## config.mk

```make
export PLATFORM = sky130hd
export DESIGN_NAME = spi_loop_tester
export DESIGN_NICKNAME = d
export VERILOG_FILES = /design/src/rtl/spi_loop_pkg.sv /design/src/rtl/lb_btn_filter.sv /design/src/rtl/lb_sequencer.sv /design/src/rtl/lb_display.sv /design/src/rtl/spi_loop_tester.sv
export SDC_FILE = /design/constraint.sdc
export NUM_CORES = 1
export LEC_CHECK = 0
export BUFFER_PORTS_ARGS = -buffer_cell sky130_fd_sc_hd__buf_2
export CELL_PAD_IN_SITES_DETAIL_PLACEMENT = 0
export CELL_PAD_IN_SITES_GLOBAL_PLACEMENT = 2
export CORE_ASPECT_RATIO = 1.25
export CORE_MARGIN = 2
export CORE_UTILIZATION = 30
export CTS_BUF_LIST = sky130_fd_sc_hd__clkbuf_8 sky130_fd_sc_hd__clkbuf_16
export CTS_CLUSTER_SIZE = 40
export DETAILED_ROUTE_END_ITERATION = 16
export GPL_ROUTABILITY_DRIVEN = 1
export GPL_TIMING_DRIVEN = 1
export PLACE_DENSITY = 0.73
export REMOVE_ABC_BUFFERS = 1
export SETUP_SLACK_MARGIN = 0.4
export SLEW_MARGIN = 20
export SYNTH_ARGS = -nofsm -noshare
export SYNTH_HDL_FRONTEND = slang
export SYNTH_SLANG_ARGS = --single-unit
```

## constraint.sdc

```tcl
create_clock -name clk -period 6.8 [get_ports clk]
set_input_delay 2.04 -clock clk [delete_from_list [all_inputs] [get_ports clk]]
set_output_delay 2.04 -clock clk [all_outputs]
set_load 0.005 [all_outputs]
```

## src/rtl/spi_loop_pkg.sv

```systemverilog
package spi_loop_pkg;

    localparam int unsigned NIB_W   = 4;
    localparam int unsigned NUM_DIG = 4;
    localparam int unsigned IDX_W   = $clog2(NUM_DIG);

    typedef enum logic [1:0] {
        MODE_SLV_SET = 2'd0,
        MODE_SLV_ARM = 2'd1,
        MODE_MST_SET = 2'd2,
        MODE_XFER    = 2'd3
    } lb_mode_e;

    // Active-high glyph, bit order {g,f,e,d,c,b,a}
    function automatic logic [6:0] hex_glyph(input logic [NIB_W-1:0] v);
        logic [6:0] g;
        unique case (v)
            4'h0: g = 7'h3F;
            4'h1: g = 7'h06;
            4'h2: g = 7'h5B;
            4'h3: g = 7'h4F;
            4'h4: g = 7'h66;
            4'h5: g = 7'h6D;
            4'h6: g = 7'h7D;
            4'h7: g = 7'h07;
            4'h8: g = 7'h7F;
            4'h9: g = 7'h6F;
            4'hA: g = 7'h77;
            4'hB: g = 7'h7C;
            4'hC: g = 7'h39;
            4'hD: g = 7'h5E;
            4'hE: g = 7'h79;
            default: g = 7'h71;
        endcase
        return g;
    endfunction

endpackage

```

## src/rtl/lb_btn_filter.sv

```systemverilog
module lb_btn_filter #(
    parameter int unsigned SYNC_STAGES = 2,
    parameter int unsigned DEB_CYCLES  = 4
) (
    input  logic clk,
    input  logic rst,
    input  logic raw_i,
    output logic press_o
);
    localparam int unsigned CNT_W = $clog2(DEB_CYCLES + 1);
    localparam logic [CNT_W-1:0] CNT_TOP = CNT_W'(DEB_CYCLES - 1);

    logic [SYNC_STAGES-1:0] sync_q;
    logic                   stable_q;
    logic [CNT_W-1:0]       cnt_q;
    logic                   press_q;
    logic                   synced;

    assign synced = sync_q[SYNC_STAGES-1];

    always_ff @(posedge clk) begin
        if (rst) begin
            sync_q   <= '0;
            stable_q <= 1'b0;
            cnt_q    <= '0;
            press_q  <= 1'b0;
        end else begin
            sync_q  <= {sync_q[SYNC_STAGES-2:0], raw_i};
            press_q <= 1'b0;
            if (synced != stable_q) begin
                if (cnt_q == CNT_TOP) begin
                    stable_q <= synced;
                    cnt_q    <= '0;
                    press_q  <= synced;
                end else begin
                    cnt_q <= cnt_q + 1'b1;
                end
            end else begin
                cnt_q <= '0;
            end
        end
    end

    assign press_o = press_q;

endmodule

```

## src/rtl/lb_sequencer.sv

```systemverilog
module lb_sequencer
    import spi_loop_pkg::*;
(
    input  logic             clk,
    input  logic             rst,
    input  logic             act_ev,
    input  logic             mode_ev,
    input  logic             slv_rdy,
    input  logic             mst_rdy,
    output lb_mode_e         mode_o,
    output logic [NIB_W-1:0] slv_val_o,
    output logic [NIB_W-1:0] mst_val_o,
    output logic             slv_vld_o,
    output logic             mst_vld_o
);
    lb_mode_e         mode_q, mode_d;
    logic [NIB_W-1:0] slv_val_q, slv_val_d;
    logic [NIB_W-1:0] mst_val_q, mst_val_d;
    logic             slv_pend_q, slv_pend_d;
    logic             mst_pend_q, mst_pend_d;

    // State register
    always_ff @(posedge clk) begin
        if (rst) begin
            mode_q     <= MODE_SLV_SET;
            slv_val_q  <= '0;
            mst_val_q  <= '0;
            slv_pend_q <= 1'b0;
            mst_pend_q <= 1'b0;
        end else begin
            mode_q     <= mode_d;
            slv_val_q  <= slv_val_d;
            mst_val_q  <= mst_val_d;
            slv_pend_q <= slv_pend_d;
            mst_pend_q <= mst_pend_d;
        end
    end

    // Next-state and action decode
    always_comb begin
        mode_d     = mode_q;
        slv_val_d  = slv_val_q;
        mst_val_d  = mst_val_q;
        slv_pend_d = slv_pend_q & ~slv_rdy;
        mst_pend_d = mst_pend_q & ~mst_rdy;
        unique case (mode_q)
            MODE_SLV_SET: begin
                if (act_ev)  slv_val_d = slv_val_q + 1'b1;
                if (mode_ev) mode_d = MODE_SLV_ARM;
            end
            MODE_SLV_ARM: begin
                if (act_ev)  slv_pend_d = 1'b1;
                if (mode_ev) mode_d = MODE_MST_SET;
            end
            MODE_MST_SET: begin
                if (act_ev)  mst_val_d = mst_val_q + 1'b1;
                if (mode_ev) mode_d = MODE_XFER;
            end
            MODE_XFER: begin
                if (act_ev) begin
                    slv_pend_d = 1'b1;
                    mst_pend_d = 1'b1;
                end
                if (mode_ev) mode_d = MODE_SLV_SET;
            end
        endcase
    end

    // Outputs
    always_comb begin
        mode_o    = mode_q;
        slv_val_o = slv_val_q;
        mst_val_o = mst_val_q;
        slv_vld_o = slv_pend_q & slv_rdy;
        mst_vld_o = mst_pend_q & mst_rdy;
    end

endmodule

```

## src/rtl/lb_display.sv

```systemverilog
module lb_display
    import spi_loop_pkg::*;
#(
    parameter int unsigned SCAN_CYCLES = 4
) (
    input  logic                     clk,
    input  logic                     rst,
    input  logic [NUM_DIG*NIB_W-1:0] vals_i,
    input  logic [IDX_W-1:0]         mode_i,
    output logic [6:0]               seg_n,
    output logic                     dp_n,
    output logic [NUM_DIG-1:0]       dig_n
);
    localparam int unsigned SC_W = $clog2(SCAN_CYCLES + 1);
    localparam logic [SC_W-1:0] SC_TOP = SC_W'(SCAN_CYCLES - 1);

    logic [SC_W-1:0]  scan_q;
    logic [IDX_W-1:0] idx_q;
    logic [NIB_W-1:0] cur;

    always_ff @(posedge clk) begin
        if (rst) begin
            scan_q <= '0;
            idx_q  <= '0;
        end else if (scan_q == SC_TOP) begin
            scan_q <= '0;
            idx_q  <= idx_q + 1'b1;
        end else begin
            scan_q <= scan_q + 1'b1;
        end
    end

    assign cur   = vals_i[{idx_q, 2'b00} +: NIB_W];
    assign seg_n = ~hex_glyph(cur);
    assign dp_n  = ~(idx_q == mode_i);

    for (genvar g = 0; g < NUM_DIG; g++) begin : g_dig
        assign dig_n[g] = ~(idx_q == IDX_W'(g));
    end

endmodule

```

## src/rtl/spi_loop_tester.sv

```systemverilog
module spi_loop_tester
    import spi_loop_pkg::*;
#(
    parameter int unsigned DEB_CYCLES  = 500000,
    parameter int unsigned SCAN_CYCLES = 50000
) (
    input  logic       clk,
    input  logic       rst,
    input  logic       btn_act_i,
    input  logic       btn_mode_i,
    output logic [3:0] slv_tx_data,
    output logic       slv_tx_vld,
    input  logic       slv_tx_rdy,
    input  logic [3:0] slv_rx_data,
    input  logic       slv_rx_vld,
    output logic [3:0] mst_tx_data,
    output logic       mst_tx_vld,
    output logic       mst_tx_last,
    input  logic       mst_tx_rdy,
    input  logic [3:0] mst_rx_data,
    input  logic       mst_rx_vld,
    output logic [6:0] seg_n,
    output logic       dp_n,
    output logic [3:0] dig_n
);
    logic             act_ev, mode_ev;
    lb_mode_e         cur_mode;
    logic [NIB_W-1:0] slv_rx_q, mst_rx_q;

    lb_btn_filter #(.SYNC_STAGES(2), .DEB_CYCLES(DEB_CYCLES)) u_act (
        .clk(clk), .rst(rst), .raw_i(btn_act_i), .press_o(act_ev)
    );
    lb_btn_filter #(.SYNC_STAGES(2), .DEB_CYCLES(DEB_CYCLES)) u_mode (
        .clk(clk), .rst(rst), .raw_i(btn_mode_i), .press_o(mode_ev)
    );

    lb_sequencer u_seq (
        .clk(clk), .rst(rst), .act_ev(act_ev), .mode_ev(mode_ev),
        .slv_rdy(slv_tx_rdy), .mst_rdy(mst_tx_rdy),
        .mode_o(cur_mode), .slv_val_o(slv_tx_data), .mst_val_o(mst_tx_data),
        .slv_vld_o(slv_tx_vld), .mst_vld_o(mst_tx_vld)
    );

    assign mst_tx_last = mst_tx_vld;

    always_ff @(posedge clk) begin
        if (rst) begin
            slv_rx_q <= '0;
            mst_rx_q <= '0;
        end else begin
            if (slv_rx_vld) slv_rx_q <= slv_rx_data;
            if (mst_rx_vld) mst_rx_q <= mst_rx_data;
        end
    end

    lb_display #(.SCAN_CYCLES(SCAN_CYCLES)) u_disp (
        .clk(clk), .rst(rst),
        .vals_i({mst_rx_q, mst_tx_data, slv_rx_q, slv_tx_data}),
        .mode_i(cur_mode),
        .seg_n(seg_n), .dp_n(dp_n), .dig_n(dig_n)
    );

endmodule

```

==> run summary <==
The run finished with clean final reports. Counting instances, the worst hold path has a depth of 1. The internal portion of total power is 0.787 mW. The type of element capturing the critical path is a primary output.

In this run the cell area of the synthesized design comes to between 0.004 and 0.005 sq mm. The clock drives between 80 and 90 sinks. The clock edge transition at the registers on the reported setup and hold paths came out at approximately 60 ps. The storage element area came out at 0.00168 sq mm. The depth of the worst register-to-register path came out at 5. dfxtp_1 takes more of the synthesized area than any other cell. The synthesized design contains 0 enable-type register cells. The final setup skew came out at 11.5 ps.

The finished layout cell area came out at 0.00470 sq mm. The startpoint identified for the worst hold timing path is u_mode.sync_q[0]. In this run, flip-flops and latches consume 50.3% of the power. The synthesized design devotes to its leading area cell type between 40% and 50% of total area.

Across all layers, the routed design uses 3,198 vias. The number of gates resized after CTS was 0. For this design the static power due to leakage is about 1.7 nW.

The H-tree depth is 3. The register-to-register setup slack came out at 4690 ps. The number of unique standard cell types used by synthesis is 46. After synthesis, the cell types taking the most area are dfxtp_1, ha_1, nor2_1. The number of global-route vias before repair came out at 3,087.

The tightest min-delay check is of the flip-flop to flip-flop type. The complex-gate fraction of the synthesized area came out at 7.87%. The root buffer cell chosen for the clock tree is clkbuf_16.

The detailed router's first-iteration violation count is about 110. In the synthesized netlist the dominant register cell turns out to be dfxtp_1. The post-synthesis cell count is 455. The switching part of the total power is between 20% and 30%.

The layout overhead on the synthesized area is 15.6%. The combinational share of power is 2.2%. The remaining number of nets flagged by the antenna check after routing is 0. The TritonCTS buffer count is 9. Setup violations remaining at the end of the flow were counted as 0. The startpoint identified for the worst register-to-register timing path is u_mode.cnt_q[0]. The leftover overflow at the end of global routing came out at 0. The async set-or-reset flop fraction in the synthesized netlist came out at 0%. For the worst setup path, the data required time is 4760 ps. The core box area is about 0.013 sq mm.

The number of placement rows is 47. The worst slew margin relative to its limit came out at 49.7%. The buffer levels on the longest clock path came out at 2.

For this run, design rule violations remaining after detail routing come to 0. The effective utilization at floorplan is 30.8%. For this run, the post-layout net count is 526.

The ratio of cells with drive above 1 in the final layout is 14.1%. In this run the post-CTS setup repair buffer count came out at 0. The simple logic cell fraction of the synthesized area came out at 26.0%. The number of antenna violations at the first check in global routing is 0. The endpoint of the worst hold-timing path is u_mode.sync_q[1]. The routed length per placed instance is roughly 13 um. The CTS tree is yes. The x dimension of the die came out at 108 um. The die height came out at between 100 and 150 um.

The highest cell delay on the worst timing path came out at 630 ps. The critical path launch point type is a flip-flop. The HPWL after detailed placement is between 6000 and 7000 um.

The net switching power is 0.210 mW. The number of diodes added for antenna fixing is 0. Entering global routing, the biggest net connects 34 pins. The slowest stage of the critical path is the mux4_2 cell. The footprint of the multi-input gates came out at 0.00224 sq mm.

The layout filler cell count is 1,375. The xor-xnor portion of the synthesized cell area is under 10%. The final number of hold-violating endpoints was 0. The floorplan die area came out at 0.0145 sq mm. The number of buffer cells added on primary ports came out at 38. The largest family of logic cells by synthesized area is simple AND/OR/NAND/NOR gates. The clock network latency to the later pin of the worst-skew pair came out at 340 ps. The weighted congestion reported at the end of routability-driven placement is 0.811. In this run, synthesis produced a sequential element count of 84. The count of max-cap constraint violations came out at 0.

The period utilization is 66.5%. For the final routed database, the setup TNS stands at 0 ps. The maximum fanout count along the critical path is 9. The total placed instance area is 0.00442 sq mm. The power density over the cells came out at 212 mW/mm^2.

The number of warnings reported in the yosys synthesis log came out at 0. For the worst setup path, the data arrival time is roughly 2500 ps. In this run the critical register-to-register path is captured at u_mode.cnt_q[18].

The worst-margin pin slew came out at 753 ps. The final period demand of the worst path is 4520 ps. The critical path goes through mux4_2 > inv_1 > ha_1 > inv_1 > mux4_2 > buf_2. Counting instances in the post-synthesis netlist gives the leading cell types as dfxtp_1, nor2_1, nand2_1.

The total count of max-transition violations in the final report is 0. The first-pass GRT wire length is roughly 14,000 um. By instance count, the leading cell after synthesis is dfxtp_1.

Setup repair after global routing left no endpoint under its margin. The share of synthesized cell area in full adder, half adder and majority cells is 5.84%. Summed over all layers, the routed wires come to 8350 um.

The average vias per placed instance came out at approximately 4.8. Hold repair after CTS inserted 0 buffers. The worst setup path is of the flip-flop to primary output kind.

The number of detailed-route iterations in the first pass is 4. The number of top-level pins is 39. The mean cell area of the mapped netlist is 8.95 sq um. The maximum vdd ir drop is 0.139 mV. The share of total power dissipated in the clock network is a little under half. The post-synthesis mux area share is 6.27%. Based on the critical path, the design can be clocked at up to 221 MHz. Of the synthesized area, sequential elements account for 41.3%. In the global route stage, overall resource usage came out at about an eighth.
==> kinds of logic (layout without fill, tap and decap cells) <==
family | count (synthesis) | after routing
AND/OR/NAND/NOR | 201 | 201
AO/OA/AOI/OAI | 53 | 53
flip-flops | 84 | 84
adder cells (fa/ha/maj) | 19 | 19
multiplexers | 19 | 19
buffers and inverters | 37 | 78
XOR/XNOR | 42 | 42
==> layout by cell type (no fill, tap or decap), types with 15 or more instances in the layout <==
cell type,netlist,routed
dfxtp_1,84,84
nor2_1,63,63
buf_2,4,38
inv_1,24,27
nand2_1,25,25
a21oi_1,23,23
xnor2_1,23,23
nand3_1,22,22
xor2_1,19,19
ha_1,19,19
nand4_1,17,17
o21ai_0,15,15
==> state kept, by name (all words and copies together), names as in the netlist, 2 cells and up <==
signal / count
u_act.cnt_q: 19
u_disp.scan_q: 16
u_mode.cnt_q: 19
u_seq.mst_val_o: 4
slv_rx_q: 4
u_seq.slv_val_o: 4
u_act.sync_q: 2
u_disp.idx_q: 2
u_seq.mode_o: 2
u_mode.sync_q: 2
mst_rx_q: 4
==> critical path, delay by kind of cell (launching register included) <==
kind | cells | cell delay, ps
mux | 2 | 1060
flops | 1 | 590
buf+inv | 3 | 350
fa+ha+maj | 1 | 150
==> power by group through the flow <==
stage | Sequential (mW) | Clock [mW] | Combinational, mW
after detailed placement | 0.512 | 0 | 0.0222
final | 0.501 | 0.474 | 0.0214
after floorplan | 0.511 | 0 | 0.0114
after global routing | 0.501 | 0.511 | 0.0248
after global placement | 0.513 | 0 | 0.0216
after CTS | 0.501 | 0.490 | 0.0223
==> through the flow <==
stage                     util (%)  worst slack, ps  cells  hold slack (ps)  power, mW
after floorplan                  -             2570    442              414      0.523
final                         35.5             2280    667              433      0.997
after global placement        33.4             2380    651              427      0.534
after detailed placement      33.4             2360    651              423      0.535
after CTS                     35.5             2230    667              437       1.01
after global routing          35.5             2110    667              475       1.04
==> worst max path at each step <==
| stage | slack (ps) | cells past startpoint | end | start |
|---|---|---|---|---|
| 2_1_floorplan | 2570 | 1 | mst_tx_last | mst_tx_rdy |
| 3_3_place_gp | 2380 | 3 | mst_tx_vld | mst_tx_rdy |
| 3_5_place_dp | 2360 | 3 | mst_tx_last | mst_tx_rdy |
| 4_1_cts | 2230 | 6 | seg_n[3] | u_disp.idx_q[1] |
| 5_1_grt | 2110 | 6 | seg_n[3] | u_disp.idx_q[1] |
| 6_report | 2280 | 6 | seg_n[3] | u_disp.idx_q[1] |
==> metal layers <==
layer	GRT usage [%]	share of wire, %	vias to the layer above
met3	3.50	3.9	7
li1	-	-	1662
met4	3.85	1.5	0
met5	0	0	-
met2	21.3	48	47
met1	14.7	47	1482
==> cell type report <==
class	instances	share of cell area, %
multi-input cells	334	47.6
flip-flops and latches	84	35.8
clock buffers	9	4.79
well taps	171	4.55
repair buffers	38	4.04
inverters	24	1.92
clock inverters	7	1.30
Note: power is estimated with default switching activity, not from simulation.
